--- src/rtl/offset_accum_pkg.sv ---
// Shared types for the offset accumulator.
// Assumes: nothing beyond SystemVerilog packages.
package offset_accum_pkg;

    // Classification of the fine sum against the fine range
    typedef enum logic [1:0] {
        FINE_IN_RANGE = 2'd0,
        FINE_OVER     = 2'd1,
        FINE_UNDER    = 2'd2
    } fine_class_t;

endpackage

--- src/rtl/offset_fine_sum.sv ---
// Adds a signed step to the unsigned fine code in a sum two bits wider
// than the wider operand, then classifies the result as in range, over
// the top or below zero.
// Assumes: the fine code is unsigned, and the step is two's complement.
module offset_fine_sum
    import offset_accum_pkg::*;
#(
    parameter int FINE_W = 8,
    parameter int STEP_W = 8
) (
    input  logic [FINE_W-1:0] fine_in,
    input  logic [STEP_W-1:0] step_in,
    output logic [FINE_W-1:0] sum_trunc,
    output fine_class_t       sum_class
);
    localparam int SUM_W = ((FINE_W > STEP_W) ? FINE_W : STEP_W) + 2;
    localparam logic signed [SUM_W-1:0] TOP = SUM_W'((1 << FINE_W) - 1);

    logic signed [SUM_W-1:0] fine_ext;
    logic signed [SUM_W-1:0] step_ext;
    logic signed [SUM_W-1:0] sum_wide;

    // Widen both operands, add, and classify the signed result
    always_comb begin
        fine_ext  = $signed({{(SUM_W-FINE_W){1'b0}}, fine_in});
        step_ext  = $signed({{(SUM_W-STEP_W){step_in[STEP_W-1]}}, step_in});
        sum_wide  = fine_ext + step_ext;
        sum_trunc = sum_wide[FINE_W-1:0];
        if (sum_wide[SUM_W-1]) begin
            sum_class = FINE_UNDER;
        end else if (sum_wide > TOP) begin
            sum_class = FINE_OVER;
        end else begin
            sum_class = FINE_IN_RANGE;
        end
    end
endmodule

--- src/rtl/offset_coarse_carry.sv ---
// Moves the coarse code by one on a fine overflow or underflow, and
// saturates at both ends. Reports whether the carry was taken, so the
// fine path knows to re-centre rather than clamp.
// Assumes: an in-range class never moves the coarse code.
module offset_coarse_carry
    import offset_accum_pkg::*;
#(
    parameter int COARSE_W = 6
) (
    input  logic [COARSE_W-1:0] coarse_in,
    input  fine_class_t         sum_class,
    output logic [COARSE_W-1:0] coarse_next,
    output logic                carry_taken
);
    localparam logic [COARSE_W-1:0] C_TOP = '1;
    localparam logic [COARSE_W-1:0] C_BOT = '0;
    localparam logic [COARSE_W-1:0] C_ONE = COARSE_W'(1);

    // Apply the carry unless the coarse code is pinned in that direction
    always_comb begin
        coarse_next = coarse_in;
        carry_taken = 1'b0;
        unique case (sum_class)
            FINE_OVER: begin
                if (coarse_in != C_TOP) begin
                    coarse_next = coarse_in + C_ONE;
                    carry_taken = 1'b1;
                end
            end
            FINE_UNDER: begin
                if (coarse_in != C_BOT) begin
                    coarse_next = coarse_in - C_ONE;
                    carry_taken = 1'b1;
                end
            end
            default: begin
                coarse_next = coarse_in;
                carry_taken = 1'b0;
            end
        endcase
    end
endmodule

--- src/rtl/offset_fine_select.sv ---
// Picks the next fine code: the sum when in range, midscale after a
// carry, or the limit on the side of the overflow when the coarse code
// is saturated.
// Assumes: carry_taken is only set for an out-of-range class.
module offset_fine_select
    import offset_accum_pkg::*;
#(
    parameter int FINE_W = 8
) (
    input  logic [FINE_W-1:0] sum_trunc,
    input  fine_class_t       sum_class,
    input  logic              carry_taken,
    output logic [FINE_W-1:0] fine_next
);
    localparam logic [FINE_W-1:0] F_MID = FINE_W'(1 << (FINE_W - 1));
    localparam logic [FINE_W-1:0] F_TOP = '1;
    localparam logic [FINE_W-1:0] F_BOT = '0;

    // Choose between sum, re-centre and clamp
    always_comb begin
        if (sum_class == FINE_IN_RANGE) begin
            fine_next = sum_trunc;
        end else if (carry_taken) begin
            fine_next = F_MID;
        end else if (sum_class == FINE_OVER) begin
            fine_next = F_TOP;
        end else begin
            fine_next = F_BOT;
        end
    end
endmodule

--- src/rtl/offset_accum.sv ---
// Coarse and fine offset accumulator. Holds the coarse and fine DAC
// codes in one register stage. On a valid step, it adds the step to the
// fine code. A fine overflow or underflow re-centres the fine code and
// carries one into the coarse code. Load overrides the step, and reset
// overrides both.
// Assumes: synchronous active-low reset, and one clock domain.
module offset_accum
    import offset_accum_pkg::*;
#(
    parameter int FINE_W   = 8,
    parameter int COARSE_W = 6,
    parameter int STEP_W   = 8
) (
    input  logic                clk,
    input  logic                rst_n,
    input  logic                step_valid,
    input  logic [STEP_W-1:0]   step_amt,
    input  logic                load_en,
    input  logic [COARSE_W-1:0] load_coarse,
    input  logic [FINE_W-1:0]   load_fine,
    output logic [COARSE_W-1:0] coarse_code,
    output logic [FINE_W-1:0]   fine_code
);
    localparam logic [FINE_W-1:0]   F_MID = FINE_W'(1 << (FINE_W - 1));
    localparam logic [COARSE_W-1:0] C_MID = COARSE_W'(1 << (COARSE_W - 1));

    logic [FINE_W-1:0]   sum_trunc;
    fine_class_t         sum_class;
    logic [COARSE_W-1:0] coarse_next;
    logic                carry_taken;
    logic [FINE_W-1:0]   fine_next;

    offset_fine_sum #(
        .FINE_W (FINE_W),
        .STEP_W (STEP_W)
    ) u_sum (
        .fine_in   (fine_code),
        .step_in   (step_amt),
        .sum_trunc (sum_trunc),
        .sum_class (sum_class)
    );

    offset_coarse_carry #(
        .COARSE_W (COARSE_W)
    ) u_carry (
        .coarse_in   (coarse_code),
        .sum_class   (sum_class),
        .coarse_next (coarse_next),
        .carry_taken (carry_taken)
    );

    offset_fine_select #(
        .FINE_W (FINE_W)
    ) u_select (
        .sum_trunc   (sum_trunc),
        .sum_class   (sum_class),
        .carry_taken (carry_taken),
        .fine_next   (fine_next)
    );

    // Register both codes together: reset, then load, then a valid step
    always_ff @(posedge clk) begin
        if (!rst_n) begin
            coarse_code <= C_MID;
            fine_code   <= F_MID;
        end else if (load_en) begin
            coarse_code <= load_coarse;
            fine_code   <= load_fine;
        end else if (step_valid) begin
            coarse_code <= coarse_next;
            fine_code   <= fine_next;
        end
    end
endmodule

--- config.mk ---
export PLATFORM = sky130hd
export DESIGN_NAME = offset_accum
export DESIGN_NICKNAME = d
export VERILOG_FILES = /design/src/rtl/offset_accum_pkg.sv /design/src/rtl/offset_fine_sum.sv /design/src/rtl/offset_coarse_carry.sv /design/src/rtl/offset_fine_select.sv /design/src/rtl/offset_accum.sv
export SDC_FILE = /design/constraint.sdc
export NUM_CORES = 1
export LEC_CHECK = 0
export BUFFER_PORTS_ARGS = -buffer_cell sky130_fd_sc_hd__buf_4
export CAP_MARGIN = 5
export CORE_MARGIN = 2
export CORE_UTILIZATION = 50
export DETAILED_ROUTE_END_ITERATION = 10
export GPL_ROUTABILITY_DRIVEN = 1
export PLACE_DENSITY_LB_ADDON = 0.3
export SYNTH_ARGS = -nofsm -noshare
export SYNTH_HDL_FRONTEND = slang
export SYNTH_HIERARCHICAL = 1
export SYNTH_SLANG_ARGS = --single-unit
--- constraint.sdc ---
create_clock -name clk -period 7.6 [get_ports clk]
set_clock_uncertainty 0.15 [all_clocks]
set_input_delay 1.52 -clock clk [delete_from_list [all_inputs] [get_ports clk]]
set_output_delay 1.52 -clock clk [all_outputs]
set_load 0.1 [all_outputs]
== After elaboration in Yosys (flattened, before gate mapping) ==
Cells that the tools add are included.
W data, S select, Z words.

* Muxes and demuxes: 15
* Reduce and logical (&&, ||, !) cells: 5
* Equal/unequal tests: 5
* Magnitude comparators: 1
* Add/subtract/negate cells: 3

{| class="wikitable"
|+ Operators with widths
! operator !! count
|-
| $mux W8 || 5
|-
| $mux W6 || 4
|-
| $pmux W6 S2 || 1
|-
| $add A9 B8 Y10 || 1
|-
| $gt A10 B9 Y1 const B || 1
|-
| $add A6 B1 Y6 const B || 1
|-
| $ne A3 B2 Y1 const B || 2
|-
| $ne A6 B6 Y1 const B || 1
|-
| $reduce_bool A6 Y1 || 1
|-
| $sub A6 B1 Y6 const B || 1
|-
| $reduce_and A4 Y1 || 1
|-
| $mux W1 || 3
|-
| $reduce_bool A3 Y1 || 1
|-
| $eq A2 B1 Y1 const B || 1
|-
| $eq A2 B2 Y1 const B || 1
|-
| $logic_not A2 Y1 || 1
|-
| $mux W2 || 1
|-
| $pmux W1 S2 || 1
|-
| $reduce_bool A2 Y1 || 1
|}

* Flip-flop bits (word level): 14
* Input port bits: 26
* Output and inout port bits: 14

== Depth between registers and ports, before layout ==
Gate-level depths: netlist (run 1).

* Depth in word-level cells: 10
* Gate-level depth with buffers: 15

== Modules after synthesis ==
Netlist (run 1), hierarchy kept.

{| class="wikitable"
|+ Modules (own cells, without submodules)
! module !! area an instance (um2) !! times used !! cells an instance !! sequential area each (um2)
|-
| offset_accum || 723.2 || 1 || 61 || 280.3
|-
| offset_coarse_carry || 462.9 || 1 || 72 || 0.0
|-
| offset_fine_sum || 421.7 || 1 || 55 || 0.0
|-
| offset_fine_select || 105.1 || 1 || 19 || 0.0
|}

== Worst setup path before layout (run 1) ==
Ideal clock, no wire load.

* Path kind: input port to flip-flop
* Start: input port step_amt[0]
* End: register coarse_code[3]
* Cell stages on the path: 13
* Data arrival time: 4.459 ns
* Setup slack: 2.874 ns
* Required time: 7.334 ns
* Path buffers: 1
* Cell sequence: ha_1 fa_1 a211oi_1 or4_1 o211ai_1 mux2_1 inv_1 ha_1 clkbuf_1 o41ai_1 a32oi_1 mux2_2 o211a_1

* Longest elaborated chain between the ends: 8
* Elaborated cells between the ends (all ways): 13
* Those cells by class: add/sub: 1; order compare: 1; eq/ne: 4; mux: 5; reduce/logical: 2

{| class="wikitable"
|+ Ends and longest elaborated chain
! item !! line !! RTL
|-
| from (decl) || offset_accum.sv:17 || <nowiki>input logic [STEP_W-1:0] step_amt,</nowiki>
|-
| $add A9 B8 Y10 (*) || offset_fine_sum.sv:27 || <nowiki>sum_wide = fine_ext + step_ext;</nowiki>
|-
| $gt A10 B9 Y1 || offset_fine_sum.sv:31 || <nowiki>end else if (sum_wide > TOP) begin</nowiki>
|-
| $mux W1 || offset_fine_sum.sv:31 ||
|-
| $mux W2 (*) || offset_fine_sum.sv:29 || <nowiki>if (sum_wide[SUM_W-1]) begin</nowiki>
|-
| net sum_class[0] || offset_accum.sv:28 || <nowiki>fine_class_t sum_class;</nowiki>
|-
| $eq A2 B2 Y1 or $eq A2 B1 Y1 (tied branches) || offset_coarse_carry.sv:23 || <nowiki>unique case (sum_class)</nowiki>
|-
| $pmux W6 S2 (*) || offset_coarse_carry.sv:23 ||
|-
| net coarse_next[3] || offset_accum.sv:29 || <nowiki>logic [COARSE_W-1:0] coarse_next;</nowiki>
|-
| $mux W6 (*) || offset_accum.sv:69 || <nowiki>end else if (step_valid) begin</nowiki>
|-
| $mux W6 (*) || offset_accum.sv:66 || <nowiki>end else if (load_en) begin</nowiki>
|-
| to (signal assigned) || offset_accum.sv:67 || <nowiki>coarse_code <= load_coarse;</nowiki>
|-
| to (signal assigned) || offset_accum.sv:70 || <nowiki>coarse_code <= coarse_next;</nowiki>
|-
| to (decl) || offset_accum.sv:21 || <nowiki>output logic [COARSE_W-1:0] coarse_code,</nowiki>
|}

The timed path passes the listed nets; every way through them passes the cells marked *. The select of a mux whose other input is x is not followed.
A chain may end at the register's enable or synchronous reset.

== Final worst setup path (run 1) ==
* Start: input port step_amt[0]
* End: register coarse_code[1]

Same word-level chain as after synthesis.

==> impl_metrics.env, run 1 <==
export IMPL_cts_sinks=14
export IMPL_postCtsSetupBuffers=0
export IMPL_start_util_pct=51.7
export IMPL_fillers=326
export IMPL_ys_seq_elements=14
export IMPL_tritoncts="yes"
export IMPL_path_buf_inv=3
export IMPL_finalWirelength_um=4190
export IMPL_crit_family="compound AO/OA/AOI/OAI gates"
export IMPL_m1WireLength_um=2040
export IMPL_area_growth_synth_to_final_pct=19.0
export IMPL_top_layer_used="met4"
export IMPL_syn_area_um2=1710
export IMPL_worstPathMaxFanout=12
export IMPL_io_pins=40
export IMPL_port_buffers=39
export IMPL_synth_top_cell_area_share_pct=16.4
export IMPL_fin_nets=281
export IMPL_postCtsHoldBufs=0
export IMPL_setup_ws_ns=2.65
export IMPL_yosysTopAreaCell="dfxtp_1"
export IMPL_period_needed_ns=4.95
export IMPL_synth_ff_type="dfxtp_1"
export IMPL_dieWidth_um=62.5
export IMPL_dr_wl_met3_um=141
export IMPL_place_ws_ns=2.43
export IMPL_insertion_delay_ns=0.29
export IMPL_globalRouteOverflowTotal=0
export IMPL_slowest_delay_ns=0.46
export IMPL_arrival_ns=4.99
export IMPL_power_uw=380
export IMPL_ir_drop_uv=99.1
export IMPL_fmax_mhz=202
export IMPL_grt_pass1_vias=1464
export IMPL_cts_buffer_depth=2
export IMPL_grtUsageTotal_pct=21.7
export IMPL_ys_top_cells_by_area="dfxtp_1 16%, ha_1 10%, o211a_1 7.0%, mux2_4 7.0%, nand2b_1 6.9%"
export IMPL_syn_nets=248
export IMPL_path_cells="buf_4 > ha_1 > fa_1 > a211oi_1 > or4_1 > o211ai_1 > mux2_1 > inv_1 > ha_1 > inv_1 > o21ai_0 > a221o_1 > mux2_4 > o211a_1"
export IMPL_p_leak_nw=1.06
export IMPL_die_area_um2=3910
export IMPL_finalSetupTns_ns=0
export IMPL_maxCapViolCount=0
export IMPL_ctsResizeCount=0
export IMPL_cp_required_ns=7.64
export IMPL_detailed_place_hpwl_um=3050
export IMPL_startpoint="step_amt[0]"
export IMPL_die_h_um=62.5
export IMPL_status="completed"
export IMPL_cts_buffers=3
export IMPL_seq_area_frac_synth_pct=16.4
export IMPL_min_from="fine_code[7]"
export IMPL_drt_wirelength_per_cell_um=14.7
export IMPL_drtPass1Iterations=4
export IMPL_grt_setup_unrepaired="false"
export IMPL_crit_type="in2reg"
export IMPL_drc=0
export IMPL_antennaDiodeCount=0
export IMPL_cp_slowest_cell="mux2_1"
export IMPL_synth_edf_count=0
export IMPL_final_util_pct=61.6
export IMPL_layout_commonest_cell="buf_4"
export IMPL_postRouteAntennaNets=0
export IMPL_min_period_over_period_pct=65.1
export IMPL_drive_gt1_share_pct=25.5
export IMPL_synth_warnings=6
export IMPL_grt_first_pass_wirelength_um=6970
export IMPL_setup_viol=0
export IMPL_first_iter_violations=90
export IMPL_tightest_slew_ns=0.883
export IMPL_ys_async_sr_fraction_pct=0
export IMPL_cp_start_kind="input port"
export IMPL_core_um2=3310
export IMPL_critPathCaptureType="flop"
export IMPL_fin_cells=285
export IMPL_clkSlewWorstSetupHoldPaths_ns=0.10
export IMPL_relSlewSlack_pct=40.7
export IMPL_globalplace_congestion=0.983
export IMPL_via_per_inst=5.74
export IMPL_vias=1637
export IMPL_p_per_area_nw_per_um2=186
export IMPL_synth_cells=207
export IMPL_reg2reg_from="fine_code[0]"
export IMPL_final_cell_mix="39 x buf_4, 21 x a21oi_1, 19 x nand2b_1"
export IMPL_antenna_found_initial=0
export IMPL_final_max_slew_viol_count=0
export IMPL_cts_root_buf="clkbuf_4"
export IMPL_finalHoldViolCount=0
export IMPL_hold_class="reg2reg"
export IMPL_htree_levels=1
export IMPL_grt_max_degree=28
export IMPL_synth_cell_type_count=48
export IMPL_place_inst=281
export IMPL_wl_met2_um=1960
export IMPL_avgSynthCellArea_um2=8.27
export IMPL_std_cell_rows=21
## worst min-delay path, stage by stage, from the launching register on
cell and delay (ns):
dfxtp_1 0.36, mux2i_1 0.13, a21oi_1 0.08
## path summary, 6_finish.rpt
check,end,slack (ns),cells past startpoint
min,fine_code[7],0.45,2
min reg2reg,fine_code[7],0.45,2
max reg2reg,coarse_code[1],3.61,13
max,coarse_code[1],2.65,14
## state kept, by name, summed over array words and instances, names as in the netlist
register	flops
coarse_code	6
fine_code	8
## per-layer routing
| layer | global-route usage, % | vias up |
|---|---|---|
| met1 | 31.0 | 763 |
| met4 | 6.94 | 0 |
| met5 | 0 | - |
| met3 | 2.16 | 4 |
| met2 | 34.1 | 45 |
| li1 | - | 825 |
## layout make-up
type	count	area, um^2	share of cell area, %
multi-input cells	171	1330	65.3
repair buffers	39	293	14.4
flip-flops and latches	14	280	13.8
well taps	46	57.6	2.82
inverters	11	41.3	2.03
clock buffers	4	36.3	1.78
## synth_stat cells, drive strengths merged (4+ instances only)
cell    instances
a21oi          22
nand2b         20
dfxtp          14
ha             14
mux2           13
nand2          13
o211a          12
inv            11
buf             9
mux2i           9
nand3           8
nor2            7
o21ai           7
a21o            4
and3            4
nor3            4
xnor2           4
## power by group
part / leakage (nW) / total [mW] / switching, mW / internal [mW]
sequential: 0.116 / 0.0943 / 0.0137 / 0.0806
clock: 0.0210 / 0.0581 / 0.0289 / 0.0292
combinational: 0.920 / 0.228 / 0.139 / 0.0884
total: 1.06 / 0.380 / 0.182 / 0.198
## cell families (layout without fill, tap and decap cells)
kind of cell,count (synthesis),count (layout),share of synthesized area (%)
buffers and inverters,22,54,5.99
XOR/XNOR,6,6,3.07
AND/OR/NAND/NOR,69,69,23.4
flip-flops,14,14,16.4
multiplexers,22,22,15.6
AO/OA/AOI/OAI,59,59,24.3
adder cells (fa/ha/maj),15,15,11.4
## metrics by stage
stage	instance area (um^2)	hold slack [ns]
after global placement	2000	0.448
after detailed placement	2000	0.447
final	2040	0.455
after CTS	2040	0.471
after global routing	2040	0.524
after floorplan	1710	0.851
Power figures use the tool's default switching activity.
==> run 2: changes to the inputs <==
clock period = 5 ns   (was 7.6 ns; I/O delays follow)
==> impl_metrics.env, run 2 (same netlist as run 1, synthesis figures left out) <==
export IMPL_finalSetupTns_ns=0
export IMPL_grt_first_pass_wirelength_um=7040
export IMPL_grt_pass1_vias=1459
export IMPL_final_max_slew_viol_count=0
export IMPL_postCtsHoldBufs=0
export IMPL_hold_depth=2
export IMPL_cts_root_buf="clkbuf_4"
export IMPL_grt_setup_unrepaired="false"
export IMPL_ir_drop_uv=122
export IMPL_final_cell_mix="40 x buf_4, 21 x a21oi_1, 19 x nand2b_1"
export IMPL_p_switching_uw=273
export IMPL_period_needed_ns=4.36
export IMPL_cp_required_ns=5.03
export IMPL_grt_max_degree=28
export IMPL_hold_class="reg2reg"
export IMPL_postCtsSetupBuffers=0
export IMPL_fmax_mhz=229
export IMPL_drtPass1Iterations=6
export IMPL_multi_input_area_um2=1330
export IMPL_cts_sinks=14
export IMPL_insertion_delay_ns=0.28
export IMPL_rr_worst_depth=14
export IMPL_p_clk_share_pct=14.7
export IMPL_htree_levels=1
export IMPL_drc=0
export IMPL_largest_reg_flops=8
export IMPL_antennaDiodeCount=0
export IMPL_status="completed"
export IMPL_postRouteAntennaNets=0
export IMPL_seqPwrFrac_pct=24.9
export IMPL_setup_viol=0
export IMPL_internal_power_uw=303
export IMPL_cp_slowest_cell="mux2_1"
export IMPL_ff_latch_area_um2=280
export IMPL_slowest_delay_ns=0.45
export IMPL_antenna_found_initial=0
export IMPL_drive_gt1_share_pct=25.8
export IMPL_finalHoldViolCount=0
export IMPL_start_util_pct=51.7
export IMPL_min_period_over_period_pct=87.2
export IMPL_sw_frac_of_total_pct=47.4
export IMPL_core_um2=3310
export IMPL_place_ws_ns=0.384
export IMPL_die_area_um2=3910
export IMPL_cts_buffers=3
export IMPL_setup_ws_ns=0.639
export IMPL_cts_buffer_depth=2
export IMPL_cp_start_kind="input port"
export IMPL_tightest_slew_ns=0.437
export IMPL_placed_cell_area_um2=2010
export IMPL_stdcell_area_um2=2050
export IMPL_arrival_ns=4.39
export IMPL_finalWirelength_um=4120
export IMPL_path_cells="buf_4 > ha_1 > fa_1 > a211oi_1 > or4_1 > o211ai_1 > mux2_1 > inv_1 > ha_1 > inv_1 > o21ai_0 > a221o_1 > mux2_4 > o211a_1"
export IMPL_power_uw=576
export IMPL_fin_nets=282
export IMPL_via_per_inst=5.73
export IMPL_top_register="fine_code"
export IMPL_relSlewSlack_pct=70.8
export IMPL_die_h_um=62.5
export IMPL_vias=1640
export IMPL_combPwrFrac_pct=60.4
export IMPL_port_buffers=39
export IMPL_crit_type="in2reg"
export IMPL_globalRouteOverflowTotal=0
export IMPL_io_pins=40
export IMPL_clkSlewWorstSetupHoldPaths_ns=0.09
export IMPL_maxCapViolCount=0
export IMPL_fillers=315
export IMPL_worstPathMaxFanout=12
export IMPL_dieWidth_um=62.5
export IMPL_p_per_area_nw_per_um2=281
export IMPL_area_growth_synth_to_final_pct=19.4
export IMPL_p_leak_nw=1.06
export IMPL_globalplace_congestion=0.960
export IMPL_critPathCaptureType="flop"
export IMPL_layout_commonest_cell="buf_4"
export IMPL_largestRegisters="fine_code: 8 flops, coarse_code: 6 flops"
export IMPL_first_iter_violations=100
export IMPL_drt_wirelength_per_cell_um=14.4
export IMPL_tritoncts="yes"
export IMPL_std_cell_rows=21
export IMPL_detailed_place_hpwl_um=3060
export IMPL_grtUsageTotal_pct=21.9
export IMPL_ctsResizeCount=0
export IMPL_final_util_pct=61.8
[run 2: cell type report]
type	instances	area share, %
multi-input combinational	171	65.0
timing repair buffer	40	14.7
sequential	14	13.7
tap	46	2.81
inverter	11	2.02
clock buffer	4	1.77
[run 2: final timing paths]
path                     start              to  slack (ns)
hold / removal    fine_code[7]    fine_code[7]        0.46
setup reg to reg  fine_code[7]  coarse_code[1]        1.09
hold reg to reg   fine_code[7]    fine_code[7]        0.46
setup / recovery   step_amt[0]  coarse_code[1]        0.64
[run 2: per-layer routing]
metal	GRT usage [%]	vias to the layer above	wire (um)
li1	-	831	-
met1	31.5	745	2000
met2	34.7	62	1880
met3	2.34	2	206
met4	5.83	0	34
met5	0	-	0
[run 2: power by group through the flow]
stage	Combinational, mW	Clock (mW)	Sequential (mW)
after floorplan	0.203	0	0.214
after global placement	0.341	0	0.146
after detailed placement	0.343	0	0.146
after CTS	0.345	0.0870	0.143
after global routing	0.378	0.0923	0.146
final	0.347	0.0848	0.143
[run 2: critical path: cells and delay by family]
kind	cells	cell delay, ns
buffers and inverters	3	0.40
multiplexers	2	0.70
AO/OA/AOI/OAI	5	1.12
adder cells (fa/ha/maj)	3	0.98
AND/OR/NAND/NOR	1	0.18
[run 2: per-stage QoR]
stage	cells	hold WS, ns
floorplan	207	0.851
global placement	282	0.447
detailed placement	282	0.444
CTS	286	0.466
global route	286	0.547
finish	286	0.463
==> run 3: changes to the inputs <==
CTS_BUF_LIST = sky130_fd_sc_hd__clkbuf_16   (was unset)
==> impl_metrics.env, run 3 (same netlist as run 1, synthesis figures left out) <==
export IMPL_die_h_um=62.5
export IMPL_drt_wirelength_per_cell_um=14.6
export IMPL_insertion_delay_ns=0.24
export IMPL_ff_latch_area_um2=280
export IMPL_grtUsageTotal_pct=22.0
export IMPL_status="completed"
export IMPL_setup_ws_ns=0.592
export IMPL_port_buffers=39
export IMPL_fillers=306
export IMPL_cp_start_kind="input port"
export IMPL_finalHoldViolCount=0
export IMPL_antennaDiodeCount=0
export IMPL_std_cell_rows=21
export IMPL_clkSlewWorstSetupHoldPaths_ns=0.05
export IMPL_drive_gt1_share_pct=25.4
export IMPL_final_util_pct=63.1
export IMPL_min_period_over_period_pct=88.2
export IMPL_multi_input_area_um2=1330
export IMPL_finalWirelength_um=4170
export IMPL_start_util_pct=51.7
export IMPL_top_register="fine_code"
export IMPL_setup_viol=0
export IMPL_largestRegisters="fine_code: 8 flops, coarse_code: 6 flops"
export IMPL_relSlewSlack_pct=70.4
export IMPL_finalSetupTns_ns=0
export IMPL_fin_cells=286
export IMPL_hold_depth=2
export IMPL_placed_cell_area_um2=2010
export IMPL_core_um2=3310
export IMPL_cts_sinks=14
export IMPL_first_iter_violations=116
export IMPL_stdcell_area_um2=2090
export IMPL_tritoncts="yes"
export IMPL_wl_met2_um=1960
export IMPL_m1WireLength_um=2010
export IMPL_critPathCaptureType="flop"
export IMPL_min_to="fine_code[7]"
export IMPL_hold_ws_ns=0.458
export IMPL_die_area_um2=3910
export IMPL_postCtsHoldBufs=0
export IMPL_reg2reg_from="fine_code[7]"
export IMPL_p_leak_nw=1.08
export IMPL_worstPathMaxFanout=12
export IMPL_via_per_inst=5.75
export IMPL_cts_buffers=3
export IMPL_final_max_slew_viol_count=0
export IMPL_antenna_found_initial=0
export IMPL_arrival_ns=4.39
export IMPL_globalplace_congestion=0.960
export IMPL_maxCapViolCount=0
export IMPL_rr_worst_depth=14
export IMPL_r2r_slack_ns=1.08
export IMPL_fin_nets=282
export IMPL_layout_commonest_cell="buf_4"
export IMPL_drtPass1Iterations=5
export IMPL_min_from="fine_code[7]"
export IMPL_detailed_place_hpwl_um=3060
export IMPL_grt_setup_unrepaired="false"
export IMPL_postCtsSetupBuffers=0
export IMPL_p_per_area_nw_per_um2=308
export IMPL_drc=0
export IMPL_period_needed_ns=4.41
export IMPL_final_cell_mix="40 x buf_4, 21 x a21oi_1, 19 x nand2b_1"
export IMPL_io_pins=40
export IMPL_area_growth_synth_to_final_pct=21.9
export IMPL_cp_required_ns=4.98
export IMPL_grt_max_degree=28
export IMPL_hold_class="reg2reg"
export IMPL_htree_levels=1
export IMPL_tightest_slew_ns=0.443
export IMPL_cts_buffer_depth=2
export IMPL_top_layer_used="met4"
export IMPL_ctsResizeCount=0
export IMPL_largest_reg_flops=8
export IMPL_place_inst=282
export IMPL_globalRouteOverflowTotal=0
export IMPL_power_uw=644
export IMPL_crit_type="in2reg"
export IMPL_dr_wl_met3_um=162
export IMPL_reg2reg_to="coarse_code[1]"
export IMPL_postRouteAntennaNets=0
export IMPL_dieWidth_um=62.5
export IMPL_place_ws_ns=0.384
export IMPL_vias=1644
export IMPL_grt_pass1_vias=1481
export IMPL_cts_root_buf="clkbuf_16"
export IMPL_ir_drop_uv=152
export IMPL_fmax_mhz=227
export IMPL_grt_first_pass_wirelength_um=7110
[run 3: changes by cell type in the layout (fill, tap and decap cells not counted), sizes merged]
cell / before / now
clkbuf: 4 / 3
clkinv: 0 / 1
[run 3: power breakdown]
part | internal, mW | leakage (nW) | switching, mW
clock | 0.106 | 0.0385 | 0.0464
combinational | 0.136 | 0.925 | 0.212
sequential | 0.123 | 0.116 | 0.0210
[run 3: how the worst max path moves through the flow]
stage / start / end / slack (ns)
after global placement: step_amt[0] / coarse_code[1] / 0.48
after CTS: step_amt[0] / coarse_code[1] / 0.63
final: step_amt[0] / coarse_code[1] / 0.59
after global routing: step_amt[0] / coarse_code[1] / 0.42
after floorplan: fine_code[7] / coarse_code[3] / 0.77
after detailed placement: step_amt[0] / coarse_code[1] / 0.38
[run 3: final cells by class]
class                           instances  share of cell area [%]
Multi-Input combinational cell        171                    63.7
Timing Repair Buffer                   40                    14.4
Sequential cell                        14                    13.4
Clock buffer                            3                    3.59
Tap cell                               46                    2.76
Inverter                               11                    1.98
Clock inverter                          1                   0.180
[run 3: routing by layer]
| metal | up-vias | GRT usage [%] |
|---|---|---|
| met5 | - | 0 |
| met3 | 2 | 3.06 |
| li1 | 831 | - |
| met2 | 55 | 35.8 |
| met1 | 756 | 30.8 |
| met4 | 0 | 5.56 |
[run 3: critical path: stages]
cell and delay (ns):
buf_4 0.11, ha_1 0.20, fa_1 0.43, a211oi_1 0.40, or4_1 0.18, o211ai_1 0.09, mux2_1 0.44, inv_1 0.10
ha_1 0.34, inv_1 0.19, o21ai_0 0.11, a221o_1 0.35, mux2_4 0.25, o211a_1 0.19
